## config.mk

```make
export PLATFORM = sky130hd
export DESIGN_NAME = disp_evt_gen
export DESIGN_NICKNAME = d
export VERILOG_FILES = /design/src/rtl/disp_evt_pkg.sv /design/src/rtl/disp_hfsm.sv /design/src/rtl/disp_vfsm.sv /design/src/rtl/disp_line_match.sv /design/src/rtl/disp_evt_gen.sv
export SDC_FILE = /design/constraint.sdc
export NUM_CORES = 1
export LEC_CHECK = 0
export BUFFER_PORTS_ARGS = -buffer_cell sky130_fd_sc_hd__clkbuf_2
export CAP_MARGIN = 10
export CORE_AREA = 2 2 65 67
export DETAILED_ROUTE_END_ITERATION = 10
export DIE_AREA = 0 0 67 69
export PLACE_DENSITY_LB_ADDON = 0.08
export REMOVE_ABC_BUFFERS = 1
export SKIP_CTS_REPAIR_TIMING = 1
export SYNTH_ARGS = -nofsm -noshare
export SYNTH_HDL_FRONTEND = slang
export SYNTH_SLANG_ARGS = --single-unit
```

## constraint.sdc

```tcl
create_clock -name clk -period 3.75 [get_ports clk]
set_input_delay 0.1875 -clock clk [delete_from_list [all_inputs] [get_ports clk]]
set_output_delay 0.1875 -clock clk [all_outputs]
set_load 0.1 [all_outputs]
```

## src/rtl/disp_evt_pkg.sv

```systemverilog
package disp_evt_pkg;

    localparam int LINE_W   = 8;
    localparam int NUM_EV   = 3;
    localparam int EV_VBL   = 0;
    localparam int EV_HBL   = 1;
    localparam int EV_MATCH = 2;

    typedef enum logic {H_ACTIVE, H_BLANK} h_state_e;
    typedef enum logic {V_ACTIVE, V_BLANK} v_state_e;
    typedef enum logic {M_MISS, M_HIT}     m_state_e;

    typedef struct packed {
        logic [LINE_W-1:0] cmp;
        logic              en_match;
        logic              en_hbl;
        logic              en_vbl;
    } disp_cfg_t;

endpackage

```

## src/rtl/disp_hfsm.sv

```systemverilog
module disp_hfsm
    import disp_evt_pkg::*;
#(
    parameter int LINE_TICKS  = 1232,
    parameter int HBLANK_TICK = 960
) (
    input  logic clk,
    input  logic rst_n,
    output logic line_end,
    output logic hblank,
    output logic hbl_start
);
    localparam int DOT_W = $clog2(LINE_TICKS);
    localparam logic [DOT_W-1:0] DOT_LAST = DOT_W'(LINE_TICKS - 1);
    localparam logic [DOT_W-1:0] HB_PRE   = DOT_W'(HBLANK_TICK - 1);

    logic [DOT_W-1:0] dot_q, dot_nxt;
    h_state_e         h_q, h_nxt;
    logic             start_q;

    assign line_end = (dot_q == DOT_LAST);
    assign dot_nxt  = line_end ? '0 : dot_q + 1'b1;

    // next-state decode
    always_comb begin
        h_nxt = h_q;
        unique case (h_q)
            H_ACTIVE: if (dot_q == HB_PRE)   h_nxt = H_BLANK;
            H_BLANK:  if (dot_q == DOT_LAST) h_nxt = H_ACTIVE;
        endcase
    end

    // state register
    always_ff @(posedge clk) begin
        if (!rst_n) begin
            h_q   <= H_ACTIVE;
            dot_q <= '0;
        end else begin
            h_q   <= h_nxt;
            dot_q <= dot_nxt;
        end
    end

    // outputs: pulse registered on entry into blank
    always_ff @(posedge clk) begin
        if (!rst_n) start_q <= 1'b0;
        else        start_q <= (h_q == H_ACTIVE) && (h_nxt == H_BLANK);
    end

    assign hblank    = (h_q == H_BLANK);
    assign hbl_start = start_q;

endmodule

```

## src/rtl/disp_vfsm.sv

```systemverilog
module disp_vfsm
    import disp_evt_pkg::*;
#(
    parameter int LINES       = 228,
    parameter int VBLANK_LINE = 160
) (
    input  logic              clk,
    input  logic              rst_n,
    input  logic              line_end,
    output logic [LINE_W-1:0] line_q,
    output logic [LINE_W-1:0] line_nxt,
    output logic              vblank,
    output logic              vbl_start
);
    localparam logic [LINE_W-1:0] LINE_LAST = LINE_W'(LINES - 1);
    localparam logic [LINE_W-1:0] VB_PRE    = LINE_W'(VBLANK_LINE - 1);

    v_state_e v_q, v_nxt;
    logic     start_q;

    always_comb begin
        line_nxt = line_q;
        if (line_end) line_nxt = (line_q == LINE_LAST) ? '0 : line_q + 1'b1;
    end

    always_comb begin
        v_nxt = v_q;
        unique case (v_q)
            V_ACTIVE: if (line_end && line_q == VB_PRE)    v_nxt = V_BLANK;
            V_BLANK:  if (line_end && line_q == LINE_LAST) v_nxt = V_ACTIVE;
        endcase
    end

    always_ff @(posedge clk) begin
        if (!rst_n) begin
            v_q    <= V_ACTIVE;
            line_q <= '0;
        end else begin
            v_q    <= v_nxt;
            line_q <= line_nxt;
        end
    end

    always_ff @(posedge clk) begin
        if (!rst_n) start_q <= 1'b0;
        else        start_q <= (v_q == V_ACTIVE) && (v_nxt == V_BLANK);
    end

    assign vblank    = (v_q == V_BLANK);
    assign vbl_start = start_q;

endmodule

```

## src/rtl/disp_line_match.sv

```systemverilog
module disp_line_match
    import disp_evt_pkg::*;
(
    input  logic              clk,
    input  logic              rst_n,
    input  logic [LINE_W-1:0] line_nxt,
    input  logic [LINE_W-1:0] cmp_nxt,
    output logic              match,
    output logic              match_start
);
    m_state_e m_q, m_nxt;
    logic     start_q;

    always_comb begin
        m_nxt = m_q;
        unique case (m_q)
            M_MISS: if (line_nxt == cmp_nxt) m_nxt = M_HIT;
            M_HIT:  if (line_nxt != cmp_nxt) m_nxt = M_MISS;
        endcase
    end

    // reset: line 0 equals reset compare 0
    always_ff @(posedge clk) begin
        if (!rst_n) m_q <= M_HIT;
        else        m_q <= m_nxt;
    end

    always_ff @(posedge clk) begin
        if (!rst_n) start_q <= 1'b0;
        else        start_q <= (m_q == M_MISS) && (m_nxt == M_HIT);
    end

    assign match       = (m_q == M_HIT);
    assign match_start = start_q;

endmodule

```

## src/rtl/disp_evt_gen.sv

```systemverilog
module disp_evt_gen
    import disp_evt_pkg::*;
#(
    parameter int LINE_TICKS  = 1232,
    parameter int HBLANK_TICK = 960,
    parameter int LINES       = 228,
    parameter int VBLANK_LINE = 160
) (
    input  logic        clk,
    input  logic        rst_n,
    input  logic        cfg_we,
    input  logic [15:0] cfg_wdata,
    output logic [15:0] status,
    output logic [7:0]  line_out,
    output logic        vblank_irq,
    output logic        hblank_irq,
    output logic        match_irq
);
    disp_cfg_t         cfg_q, cfg_nxt;
    logic              line_end, hblank, vblank, match;
    logic              hbl_start, vbl_start, match_start;
    logic [LINE_W-1:0] line_q, line_nxt;
    logic [NUM_EV-1:0] ev_raw, ev_en, ev_out;
    logic              unused_wbits;

    assign unused_wbits = ^{cfg_wdata[7:6], cfg_wdata[2:0]};

    always_comb begin
        cfg_nxt = cfg_q;
        if (cfg_we) begin
            cfg_nxt.cmp      = cfg_wdata[15:8];
            cfg_nxt.en_match = cfg_wdata[5];
            cfg_nxt.en_hbl   = cfg_wdata[4];
            cfg_nxt.en_vbl   = cfg_wdata[3];
        end
    end

    always_ff @(posedge clk) begin
        if (!rst_n) cfg_q <= '0;
        else        cfg_q <= cfg_nxt;
    end

    disp_hfsm #(.LINE_TICKS(LINE_TICKS), .HBLANK_TICK(HBLANK_TICK)) u_hfsm (
        .clk       (clk),
        .rst_n     (rst_n),
        .line_end  (line_end),
        .hblank    (hblank),
        .hbl_start (hbl_start)
    );

    disp_vfsm #(.LINES(LINES), .VBLANK_LINE(VBLANK_LINE)) u_vfsm (
        .clk       (clk),
        .rst_n     (rst_n),
        .line_end  (line_end),
        .line_q    (line_q),
        .line_nxt  (line_nxt),
        .vblank    (vblank),
        .vbl_start (vbl_start)
    );

    disp_line_match u_match (
        .clk         (clk),
        .rst_n       (rst_n),
        .line_nxt    (line_nxt),
        .cmp_nxt     (cfg_nxt.cmp),
        .match       (match),
        .match_start (match_start)
    );

    assign ev_raw[EV_VBL]   = vbl_start;
    assign ev_raw[EV_HBL]   = hbl_start;
    assign ev_raw[EV_MATCH] = match_start;
    assign ev_en[EV_VBL]    = cfg_q.en_vbl;
    assign ev_en[EV_HBL]    = cfg_q.en_hbl;
    assign ev_en[EV_MATCH]  = cfg_q.en_match;

    for (genvar gi = 0; gi < NUM_EV; gi++) begin : g_gate
        assign ev_out[gi] = ev_raw[gi] & ev_en[gi];
    end

    assign vblank_irq = ev_out[EV_VBL];
    assign hblank_irq = ev_out[EV_HBL];
    assign match_irq  = ev_out[EV_MATCH];
    assign line_out   = line_q;
    assign status     = {cfg_q.cmp, 2'b00, cfg_q.en_match, cfg_q.en_hbl,
                         cfg_q.en_vbl, match, hblank, vblank};

endmodule

```

== Yosys cells after proc, flatten, opt, wreduce, memory -nomap -nowiden ==
Cells that the tools add are included.
W data, S select, Z words.
Word-level totals
  register bits after elaboration: 36
  input port bits: 19
  word-level logic and storage cells: 45
Operators by class
  $add $sub $neg: 2
  eq/ne operators: 6
  mux-type cells: 12
  bitwise logic cells: 7
  reduce and logical (&&, ||, !) cells: 6
Operators by type and width (number)
  $eq A8 B8 Y1 const B: 2
  $mux W8: 2
  $add A11 B1 Y11 const B: 1
  $eq A11 B10 Y1 const B: 1
  $eq A11 B11 Y1 const B: 1
  $mux W11: 1
  $add A8 B1 Y8 const B: 1
  $eq A8 B8 Y1: 1
  $ne A8 B8 Y1: 1
  $mux W1: 6
  $pmux W1 S2: 3
  $logic_and A1 B1 Y1: 5
  $not A1 Y1: 4
  $and A1 B1 Y1: 3
  $reduce_or A2 Y1: 1

== Longest topological paths before layout ==
Gate-level depths: netlist (run 1).
  depth after elaboration: 7
  mapped depth: 9
  gate-level depth less buffers: 8

== Cells and area by module ==
A second synthesis (run 1) with hierarchy kept.
Second synthesis, totals
  cell total of the unflattened synthesis: 175
  area total of the unflattened synthesis: 1722.9 um^2
Modules (own cells, without submodules)
  disp_hfsm: instances 1, cells each 60, area each 559.3 um^2, seq. area each 260.2 um^2
  disp_evt_gen: instances 1, cells each 44, area each 513.0 um^2, seq. area each 220.2 um^2
  disp_vfsm: instances 1, cells each 56, area each 506.7 um^2, seq. area each 200.2 um^2
  disp_line_match: instances 1, cells each 15, area each 143.9 um^2, seq. area each 40.0 um^2

== Worst setup path after synthesis (run 1) ==
OpenSTA, ideal clock, no wires.
  path type: reg2reg
  start: register u_vfsm.line_q[0]
  end: register u_match.start_q, in the netlist u_match.match_start
  setup time: 0.073 ns
  arrival time: 2.558 ns
  required time: 3.677 ns
  setup slack: 1.119 ns
  stages on the path, launching flop included: 10
  path buffers: 1
  cells stage by stage: dfxtp_1 > ha_1 > and4b_1 > and3_1 > buf_2 > o21ai_0 > a21oi_1 > xnor2_1 > nand4_1 > nor3b_2
Between the ends
  cells in the longest elaborated chain, start to end: 7
Ends and longest elaborated chain
  start, declared: RTL line disp_vfsm.sv:10  | output logic [LINE_W-1:0] line_q,
  start signal, assigned: RTL line disp_vfsm.sv:40  | line_q <= line_nxt;
  $add A8 B1 Y8 / $eq A8 B8 Y1 (equally long branches): RTL line disp_vfsm.sv:23  | if (line_end) line_nxt = (line_q == LINE_LAST) ? '0 : line_q + 1'b1;
  $mux W8: RTL line disp_vfsm.sv:23
  $mux W8 (*): RTL line disp_vfsm.sv:23
  $ne A8 B8 Y1 / $eq A8 B8 Y1 (equally long branches): RTL line disp_line_match.sv:18, disp_line_match.sv:17
  $mux W1, on equally long branches: RTL line disp_line_match.sv:18, disp_line_match.sv:17
  $pmux W1 S2 (*): RTL line disp_line_match.sv:16  | unique case (m_q)
  $logic_and A1 B1 Y1 (*): RTL line disp_line_match.sv:30  | else start_q <= (m_q == M_MISS) && (m_nxt == M_HIT);
  end signal, assigned: RTL line disp_line_match.sv:30
  end, declared: RTL line disp_line_match.sv:12  | logic start_q;
Every way passes the cells marked *; elsewhere a longest branch is shown, timed or not.
A chain may end at the register's enable or synchronous reset.

== Worst setup path after layout (run 1) ==
  start: register u_hfsm.dot_q[0]
  end: register u_match.start_q, in the netlist u_match.match_start
Between the ends
  cells in the longest elaborated chain, start to end: 6
Ends and longest elaborated chain
  start, declared: RTL line disp_hfsm.sv:17  | logic [DOT_W-1:0] dot_q, dot_nxt;
  start signal, assigned: RTL line disp_hfsm.sv:40  | dot_q <= dot_nxt;
  $eq A11 B11 Y1 (*): RTL line disp_hfsm.sv:21  | assign line_end = (dot_q == DOT_LAST);
  $mux W8 (*): RTL line disp_vfsm.sv:23
  $ne A8 B8 Y1 / $eq A8 B8 Y1 (equally long branches): RTL line disp_line_match.sv:18, disp_line_match.sv:17
  $mux W1, on equally long branches: RTL line disp_line_match.sv:18, disp_line_match.sv:17
  $pmux W1 S2 (*): RTL line disp_line_match.sv:16
  $logic_and A1 B1 Y1 (*): RTL line disp_line_match.sv:30
Marks and branches as above.

==> metrics.md, run 1 <==
| Metric | Value |
|---|---|
| Die X | 67 um |
| Clock period minus final worst setup slack | 2.38 ns |
| Die height | 69 um |
| Number of primary I/O pins | 46 |
| Routed wire length per instance | 13.2 um |
| Initial antenna violation count | 0 |
| Global-route track usage on met3 | 0.0489 |
| Die Area | 4620 um^2 |
| Count of warnings emitted by yosys | 0 |
| Final instance count without filler cells | 280 |
| Largest buffer count on any clock path | 2 |
| Relative area change from synthesis to final layout | 15.3% |
| Number of rows created at floorplan | 23 |
| Via count | 1,453 |
| Vias per Instance | 5.19 |
| Global-route total usage across every layer | 0.173 |
| Worst endpoint data arrival time | 2.60 ns |
| Area share of the largest cell type after synthesis | 0.396 |
| Sequential element share of the synthesized area | 0.396 |
| Post-synthesis instance area | 1820 um^2 |
| Routability congestion estimate from global placement | 0.798 |
| Effective utilization at floorplan | 0.465 |
| Top cells by area in the synthesized netlist | dfxtp_1 (40%), mux2i_1 (7.2%), nor2b_1 (6.2%) |
| Synth unique cells | 44 |
| Outcome | completed |
| Worst-path clk slew | 0.07 ns |
| Number of global-route vias before repair | 1,344 |
| Asr flop ratio synth | 0 |
| Layout net count | 251 |
| Measured slew at the worst slew-check pin | 0.615 ns |
| Final Max Tran Viols | 0 |
| Aggregate routed wire length | 3710 um |
| Number of diodes added for antenna fixing | 0 |
| Placeable core region | 3910 um^2 |
| Number of endpoints failing setup at the final stage | 0 |
| CTS tree | yes |
| Clk_lat worst skew | 0.28 ns |
| Startpoint-to-endpoint class of the critical path | flip-flop to flip-flop |
| Crit path required time | 3.96 ns |
| Largest area contributor in the netlist | dfxtp_1 |
| Final worst path period share | 0.636 |
| Unrepaired setup endpoints after global routing | false |
| TritonRoute pass-1 iters | 4 |
| Number of nets still failing antenna checks after routing | 0 |
| Fraction of layout cells with a size suffix above 1 | 0.222 |
| Cell area power density | 408 nW/um^2 |
| Hpwl dp | 2660 um |
| Normalized max-slew margin | 0.589 |
| Largest net degree at the start of global routing | 30 |
| Global Route met2 Usage | 0.299 |
| Worst setup skew after layout | 0.0105 ns |
| Synth cell count leaders | dfxtp_1 (36), nor2b_1 (18), mux2i_1 (13) |
| Number of maximum-capacitance violations | 0 |
| First-pass GRT wire length | 6140 um |
| Mean cell area of the mapped netlist | 9.23 um^2 |
| Most repeated cell in the gate-level netlist after synthesis | dfxtp_1 |
| Buffers on Ports | 38 |
| Flops & latches, synth | 36 |
| Hold Vio Cnt, Final | 0 |
| Clock net sink count | 36 |
| # placed instances | 272 |
| Main synth FF type | dfxtp_1 |
| Number of CTS-inserted buffers | 5 |
| Layer with the highest usage | met2 |
| Largest fanout of any net on the critical path | 14 |
| Violation count after the first detailed-routing iteration | 91 |
| Kind of start point of the critical path | flip-flop |
| Kind of path behind the tightest hold check | primary input to flip-flop |
| Total Negative Setup Slacks | 0 ns |
| Static leakage power | 0.906 nW |
| Critical path endpoint category | flip-flop |
| Largest vdd supply drop | 323 uV |
| F_max | 0.420 GHz |
| Number of cells produced by synthesis | 197 |
| Grt ovf | 0 |
| Number of enable-type register cells in the synthesized netlist | 0 |
| Clock Tree Root | clkbuf_8 |
| Met1 Resource Use GR | 0.199 |
| H-tree depth reported by CTS | 2 |
| DRC viols | 0 |
[final cells by class]
cell class / count / area, um^2
well taps: 50 / 62.6
inverters: 2 / 7.51
clock buffers: 6 / 72.6
repair buffers: 38 / 190
flip-flops and latches: 36 / 721
clock inverters: 2 / 35.0
fillers: 400 / 1820
multi-input cells: 146 / 1010
[metrics by stage]
step | utilization | total power, mW | setup WS (ns) | hold WS (ns) | cell area (um^2)
floorplan | - | 0.508 | 1.10 | 0.249 | 1740
global placement | 0.509 | 0.533 | 1.44 | 0.424 | 1990
detailed placement | 0.509 | 0.536 | 1.40 | 0.428 | 1990
CTS | 0.536 | 0.868 | 1.39 | 0.167 | 2100
global route | 0.536 | 0.892 | 1.12 | 0.171 | 2100
finish | 0.536 | 0.857 | 1.37 | 0.167 | 2100
[final timing paths]
path	to	startpoint	cells after the start	slack, ns
worst max register to register	u_match.match_start	u_hfsm.dot_q[0]	8	1.37
worst max-delay path	u_match.match_start	u_hfsm.dot_q[0]	8	1.37
worst min register to register	u_match.match_start	u_match.match	1	0.44
worst min-delay path	status[5]	cfg_wdata[5]	3	0.17
[power by group]
group,total [mW],switching [mW],leakage [nW],internal [mW]
combinational,0.126,0.0950,0.557,0.0313
sequential,0.400,0.00666,0.293,0.393
clock,0.331,0.134,0.0552,0.197
total,0.857,0.235,0.906,0.622
[cell usage in the layout (no fill, tap or decap), types with 2 or more instances in the layout]
master and instances:
or3_1 3, nor2_1 12, and2_1 6, dfxtp_1 36, clkbuf_2 38, and4b_1 2, o21ai_0 4, nor3_1 3
nor4_1 2, nor2b_1 18, a211oi_1 2, and3_1 11, inv_1 2, a31o_2 2, xnor2_1 9, nand2_1 7
xor2_1 9, a31oi_1 4, conb_1 2, nand3_1 11, a21oi_1 4, mux2i_1 13, clkbuf_8 5, nor4b_1 3
ha_1 3
[sequential cells by signal, summed over array words and instances, names as in the netlist]
| register | cells |
|---|---|
| u_vfsm.vbl_start | 1 |
| u_hfsm.dot_q | 11 |
| u_vfsm.line_q | 8 |
| u_hfsm.hbl_start | 1 |
| status | 11 |
| u_match.match_start | 1 |
| u_match.match | 1 |
| u_hfsm.hblank | 1 |
| u_vfsm.vblank | 1 |
[routing by layer]
layer	share of wire	vias to the layer above
met3	0.036	4
met2	0.51	25
li1	-	748
met1	0.44	676
met4	0.014	0
met5	0	-
[kinds of logic after synthesis]
family	after synthesis	share of synthesized area
flip-flops	36	0.396
adder cells (fa/ha/maj)	3	0.0206
multiplexers	13	0.0715
AND/OR/NAND/NOR	87	0.287
AO/OA/AOI/OAI	23	0.0846
other	1	0.00206
buffers and inverters	16	0.0509
XOR/XNOR	18	0.0867
[worst max-delay path, stage by stage, from the launching register on]
cell     delay [ns]
dfxtp_1        0.38
ha_1           0.20
and3_1         0.26
nand3_1        0.48
nor4_1         0.42
a21oi_1        0.11
xnor2_1        0.16
nand4_1        0.15
nor3b_2        0.17
Note: power is estimated with default switching activity, not from simulation.
==> inputs of run 2 (changes only) <==
--- a/config.mk
+++ b/config.mk
@@ -5,11 +5,12 @@
 export SDC_FILE = /design/constraint.sdc
 export NUM_CORES = 1
 export LEC_CHECK = 0
+export ABC_AREA = 1
 export BUFFER_PORTS_ARGS = -buffer_cell sky130_fd_sc_hd__clkbuf_2
 export CAP_MARGIN = 10
-export CORE_AREA = 2 2 65 67
+export CORE_AREA = 2 2 66 68
 export DETAILED_ROUTE_END_ITERATION = 10
-export DIE_AREA = 0 0 67 69
+export DIE_AREA = 0 0 68 70
 export PLACE_DENSITY_LB_ADDON = 0.08
 export REMOVE_ABC_BUFFERS = 1
 export SKIP_CTS_REPAIR_TIMING = 1
==> constraint.sdc (replaced) <==
create_clock -name clk -period 2.01 [get_ports clk]
set_input_delay 0.1005 -clock clk [delete_from_list [all_inputs] [get_ports clk]]
set_output_delay 0.1005 -clock clk [all_outputs]
set_load 0.1 [all_outputs]
==> run 2 against run 1 <==
Net effect: die area is 3.0% higher; sequential share of layout area decreased by 1.5 points; clock power is 57% higher; design area grew 4.6%; fmax up 35%; clock-buffer cell count is 2 higher; critical path depth unchanged; area after synthesis is 3.5% higher; sequential cell count is the same; via count increased by 21%; highest routed layer unchanged.
==> metrics.md, run 2 <==
| Metric | Value |
|---|---|
| Outcome | completed (unchanged) |
| Measured slew at the worst slew-check pin | 0.547 ns (was 0.615 ns) |
| Synth unique cells | 30 (was 44) |
| Largest fanout of any net on the critical path | 10 (was 14) |
| Place WS | 0.214 ns (was 1.40 ns) |
| Crit path required time | 2.21 ns (was 3.96 ns) |
| Worst setup slack after layout | 0.242 ns (was 1.37 ns) |
| Slowest Stage Delay on Critical Path | 0.32 ns (was 0.48 ns) |
| Most common cell after layout, fill and taps aside | nand2_1 (was clkbuf_2) |
| Placeable core region | 4140 um^2 (was 3910 um^2) |
| Aggregate routed wire length | 4030 um (was 3710 um) |
| Internal cell power | 1.06 mW (was 622 uW) |
| Sequential Power Share | 0.493 (was 0.466) |
| TritonRoute pass-1 iters | 5 (was 4) |
| Final worst path period share | 0.879 (was 0.636) |
| Total net switching power | 449 uW (was 235 uW) |
| Number of endpoints failing setup at the final stage | 0 (unchanged) |
| Via count | 1,764 (was 1,453) |
| Mean cell area of the mapped netlist | 6.82 um^2 (was 9.23 um^2) |
| Buffers on Ports | 38 (unchanged) |
| Clk_lat worst skew | 0.28 ns (about the same) |
| Length in cells of the worst reg-to-reg path | 8 (unchanged) |
| Post-synthesis xor/xnor area fraction | 0.00930 (was 0.0867) |
| Static leakage power | 1.07 nW (was 0.906 nW) |
| Largest area contributor in the netlist | dfxtp_1 (unchanged) |
| Fraction of layout cells with a size suffix above 1 | 0.252 (was 0.222) |
| Number of global-route vias before repair | 1,566 (was 1,344) |
| Flops & latches, synth | 36 (unchanged) |
| Sequential element share of the synthesized area | 0.383 (was 0.396) |
| Clock net sink count | 36 (unchanged) |
| Asr flop ratio synth | 0 (unchanged) |
| Top cells by area in the synthesized netlist | dfxtp_1 (38%), nand2_1 (14%), nor2_1 (7.2%) (was dfxtp_1 (40%), mux2i_1 (7.2%), nor2b_1 (6.2%)) |
| Area fraction in compound gates after synthesis | 0.0704 (was 0.0846) |
| Number of maximum-capacitance violations | 0 (unchanged) |
| Kind of path behind the tightest hold check | primary input to flip-flop (unchanged) |
| Unrepaired setup endpoints after global routing | false (unchanged) |
| Count of warnings emitted by yosys | 0 (unchanged) |
| Final Max Tran Viols | 0 (unchanged) |
| Number of cells produced by synthesis | 276 (was 197) |
| Terminating pin of the worst hold path | status[5] (unchanged) |
| Normalized max-slew margin | 0.637 (was 0.589) |
| F_max | 0.566 GHz (was 0.420 GHz) |
| R2r startpoint | u_hfsm.dot_q[0] (unchanged) |
| Largest buffer count on any clock path | 2 (unchanged) |
| Largest net degree at the start of global routing | 14 (was 30) |
| Gate power share | 0.163 (was 0.147) |
| Grt ovf | 0 (unchanged) |
| Worst endpoint data arrival time | 1.96 ns (was 2.60 ns) |
| Vias per Instance | 4.78 (was 5.19) |
| CTS tree | yes (unchanged) |
| Hold Vio Cnt, Final | 0 (unchanged) |
| Clk network pwr share | 0.343 (was 0.386) |
| Clock Tree Root | clkbuf_8 (unchanged) |
| Die height | 70 um (was 69 um) |
| Worst setup skew after layout | 0.00450 ns (was 0.0105 ns) |
| # placed instances | 361 (was 272) |
| Met1 Resource Use GR | 0.248 (was 0.199) |
| Synth cell count leaders | nand2_1 (70), dfxtp_1 (36), nor2_1 (36) (was dfxtp_1 (36), nor2b_1 (18), mux2i_1 (13)) |
| Number of rows created at floorplan | 24 (was 23) |
| Die Area | 4760 um^2 (was 4620 um^2) |
| Effective utilization at floorplan | 0.454 (was 0.465) |
| Global Route met2 Usage | 0.293 (was 0.299) |
| Layer with the highest usage | met2 (unchanged) |
| H-tree depth reported by CTS | 2 (unchanged) |
| Routed wire length per instance | 10.9 um (was 13.2 um) |
| Combinational family with the most area after synthesis | simple AND/OR/NAND/NOR gates (unchanged) |
| Number of CTS-inserted buffers | 5 (unchanged) |
| Fill cells | 448 (was 400) |
| Routability congestion estimate from global placement | 0.815 (was 0.798) |
| Critical R2R Capture | u_hfsm.dot_q[9] (was u_match.match_start) |
| Crit-path cells | ha_1 > nand2_1 > nor2_2 > nand3_2 > nor2_4 > nor2_1 > clkinv_1 > a211oi_1 (was ha_1 > and3_1 > nand3_1 > nor4_1 > a21oi_1 > xnor2_1 > nand4_1 > nor3b_2) |
| Post-synthesis instance area | 1880 um^2 (was 1820 um^2) |
| Initial antenna violation count | 0 (unchanged) |
| Number of nets still failing antenna checks after routing | 0 (unchanged) |
| Worst R2R Setup Slack | 0.24 ns (was 1.37 ns) |
| Main synth FF type | dfxtp_1 (unchanged) |
| Hold Crit Depth | 3 (unchanged) |
| Proportion of total power due to net switching | 0.297 (was 0.275) |
| Number of primary I/O pins | 46 (unchanged) |
| Area share of the largest cell type after synthesis | 0.383 (was 0.396) |
| Number of diodes added for antenna fixing | 0 (unchanged) |
| Relative area change from synthesis to final layout | 16.5% (was 15.3%) |
| Most repeated cell in the gate-level netlist after synthesis | nand2_1 (was dfxtp_1) |
| Largest vdd supply drop | 536 uV (was 323 uV) |
| Layout net count | 338 (was 251) |
| Startpoint-to-endpoint class of the critical path | flip-flop to flip-flop (unchanged) |
| Adder-Cell Fraction of Synth Area | 0.0199 (was 0.0206) |
| Worst-path clk slew | 0.06 ns (was 0.07 ns) |
| Start point of the worst min-delay path | cfg_wdata[5] (unchanged) |
| Fraction of the mapped netlist area in simple logic gates | 0.412 (was 0.287) |
| Die X | 68 um (was 67 um) |
| Cell area power density | 690 nW/um^2 (was 408 nW/um^2) |
| Critical path endpoint category | flip-flop (unchanged) |
| Violation count after the first detailed-routing iteration | 90 (was 91) |
| Clock period minus final worst setup slack | 1.77 ns (was 2.38 ns) |
| Global-route track usage on met3 | 0.0435 (was 0.0489) |
| Max stage delay cell, worst path | dfxtp_1 (was nand3_1) |
| Global-route total usage across every layer | 0.187 (was 0.173) |
| Final instance count without filler cells | 369 (was 280) |
| Multiplexer share of the synthesized area | 0.00532 (was 0.0715) |
| Number of enable-type register cells in the synthesized netlist | 0 (unchanged) |
| DRC viols | 0 (unchanged) |
| Hpwl dp | 3160 um (was 2660 um) |
| First-pass GRT wire length | 6720 um (was 6140 um) |
| Kind of start point of the critical path | flip-flop (unchanged) |
| Most frequent cells in the layout | nand2_1 (70), clkbuf_2 (38), nor2_1 (36), dfxtp_1 (36), inv_1 (30) (was clkbuf_2 (38), dfxtp_1 (36), nor2b_1 (18)) |
## run 2: cell count changes after synthesis, sizes merged, moves of 7 or more
| cell | delta |
|---|---|
| and3 | -11 |
| o21ai | +8 |
| nand3 | +14 |
| nand2 | +69 |
| nor2b | -18 |
| mux2i | -12 |
| xnor2 | -9 |
| inv | +31 |
| or2 | +9 |
| nor2 | +35 |
| xor2 | -7 |
## run 2: area by class of cell
| class | count | area (um^2) | share of cell area |
|---|---|---|---|
| Clock buffer | 8 | 90.1 | 0.0410 |
| Inverter | 34 | 128 | 0.0582 |
| Multi-Input combinational cell | 199 | 986 | 0.449 |
| Sequential cell | 36 | 721 | 0.328 |
| Tap cell | 52 | 65.1 | 0.0296 |
| Timing Repair Buffer | 40 | 205 | 0.0935 |
## run 2: worst max path at each step
stage	start	to	depth (start not counted)
final	u_hfsm.dot_q[0]	u_hfsm.dot_q[9]	8
after global routing	u_hfsm.dot_q[0]	u_hfsm.dot_q[9]	8
after CTS	u_hfsm.dot_q[0]	u_hfsm.dot_q[9]	8
after detailed placement	u_hfsm.dot_q[0]	u_hfsm.dot_q[9]	8
after global placement	u_hfsm.dot_q[0]	u_hfsm.dot_q[9]	8
after floorplan	u_vfsm.line_q[1]	u_match.match_start	13
## run 2: worst max-delay path: cells and delay by family, from the launching register on
kind            cells  cell delay (ns)
compound gates      1             0.28
fa+ha+maj           1             0.23
buf+inv             1             0.31
flops               1             0.32
simple gates        5             0.54
## run 2: layer usage
metal / vias up / share of wire
li1: 938 / -
met4: 0 / 0.014
met5: - / 0
met1: 787 / 0.48
met3: 6 / 0.035
met2: 33 / 0.47
## run 2: metrics by stage
stage                      util  setup TNS (ns)  area [um^2]  power (mW)  hold slack, ns
after global routing      0.530               0         2190        1.59          0.0393
after CTS                 0.528               0         2190        1.54          0.0361
after global placement    0.507               0         2100        1.01           0.328
after floorplan               -          -0.418         1830       0.959           0.170
final                     0.530               0         2190        1.51          0.0430
after detailed placement  0.507               0         2100        1.01           0.334
## run 2: kinds of logic after synthesis
| kind of cell | count (synthesis) |
|---|---|
| compound gates | 24 |
| xor+xnor | 2 |
| fa+ha+maj | 3 |
| buf+inv | 42 |
| flops | 36 |
| mux | 1 |
| other cells | 1 |
| simple gates | 167 |
## run 2: power by group through the flow
stage,logic [mW],clock network (mW),registers (mW)
global placement,0.248,0,0.762
finish,0.247,0.519,0.747
global route,0.267,0.573,0.749
detailed placement,0.250,0,0.763
floorplan,0.0807,0,0.878
CTS,0.250,0.542,0.747
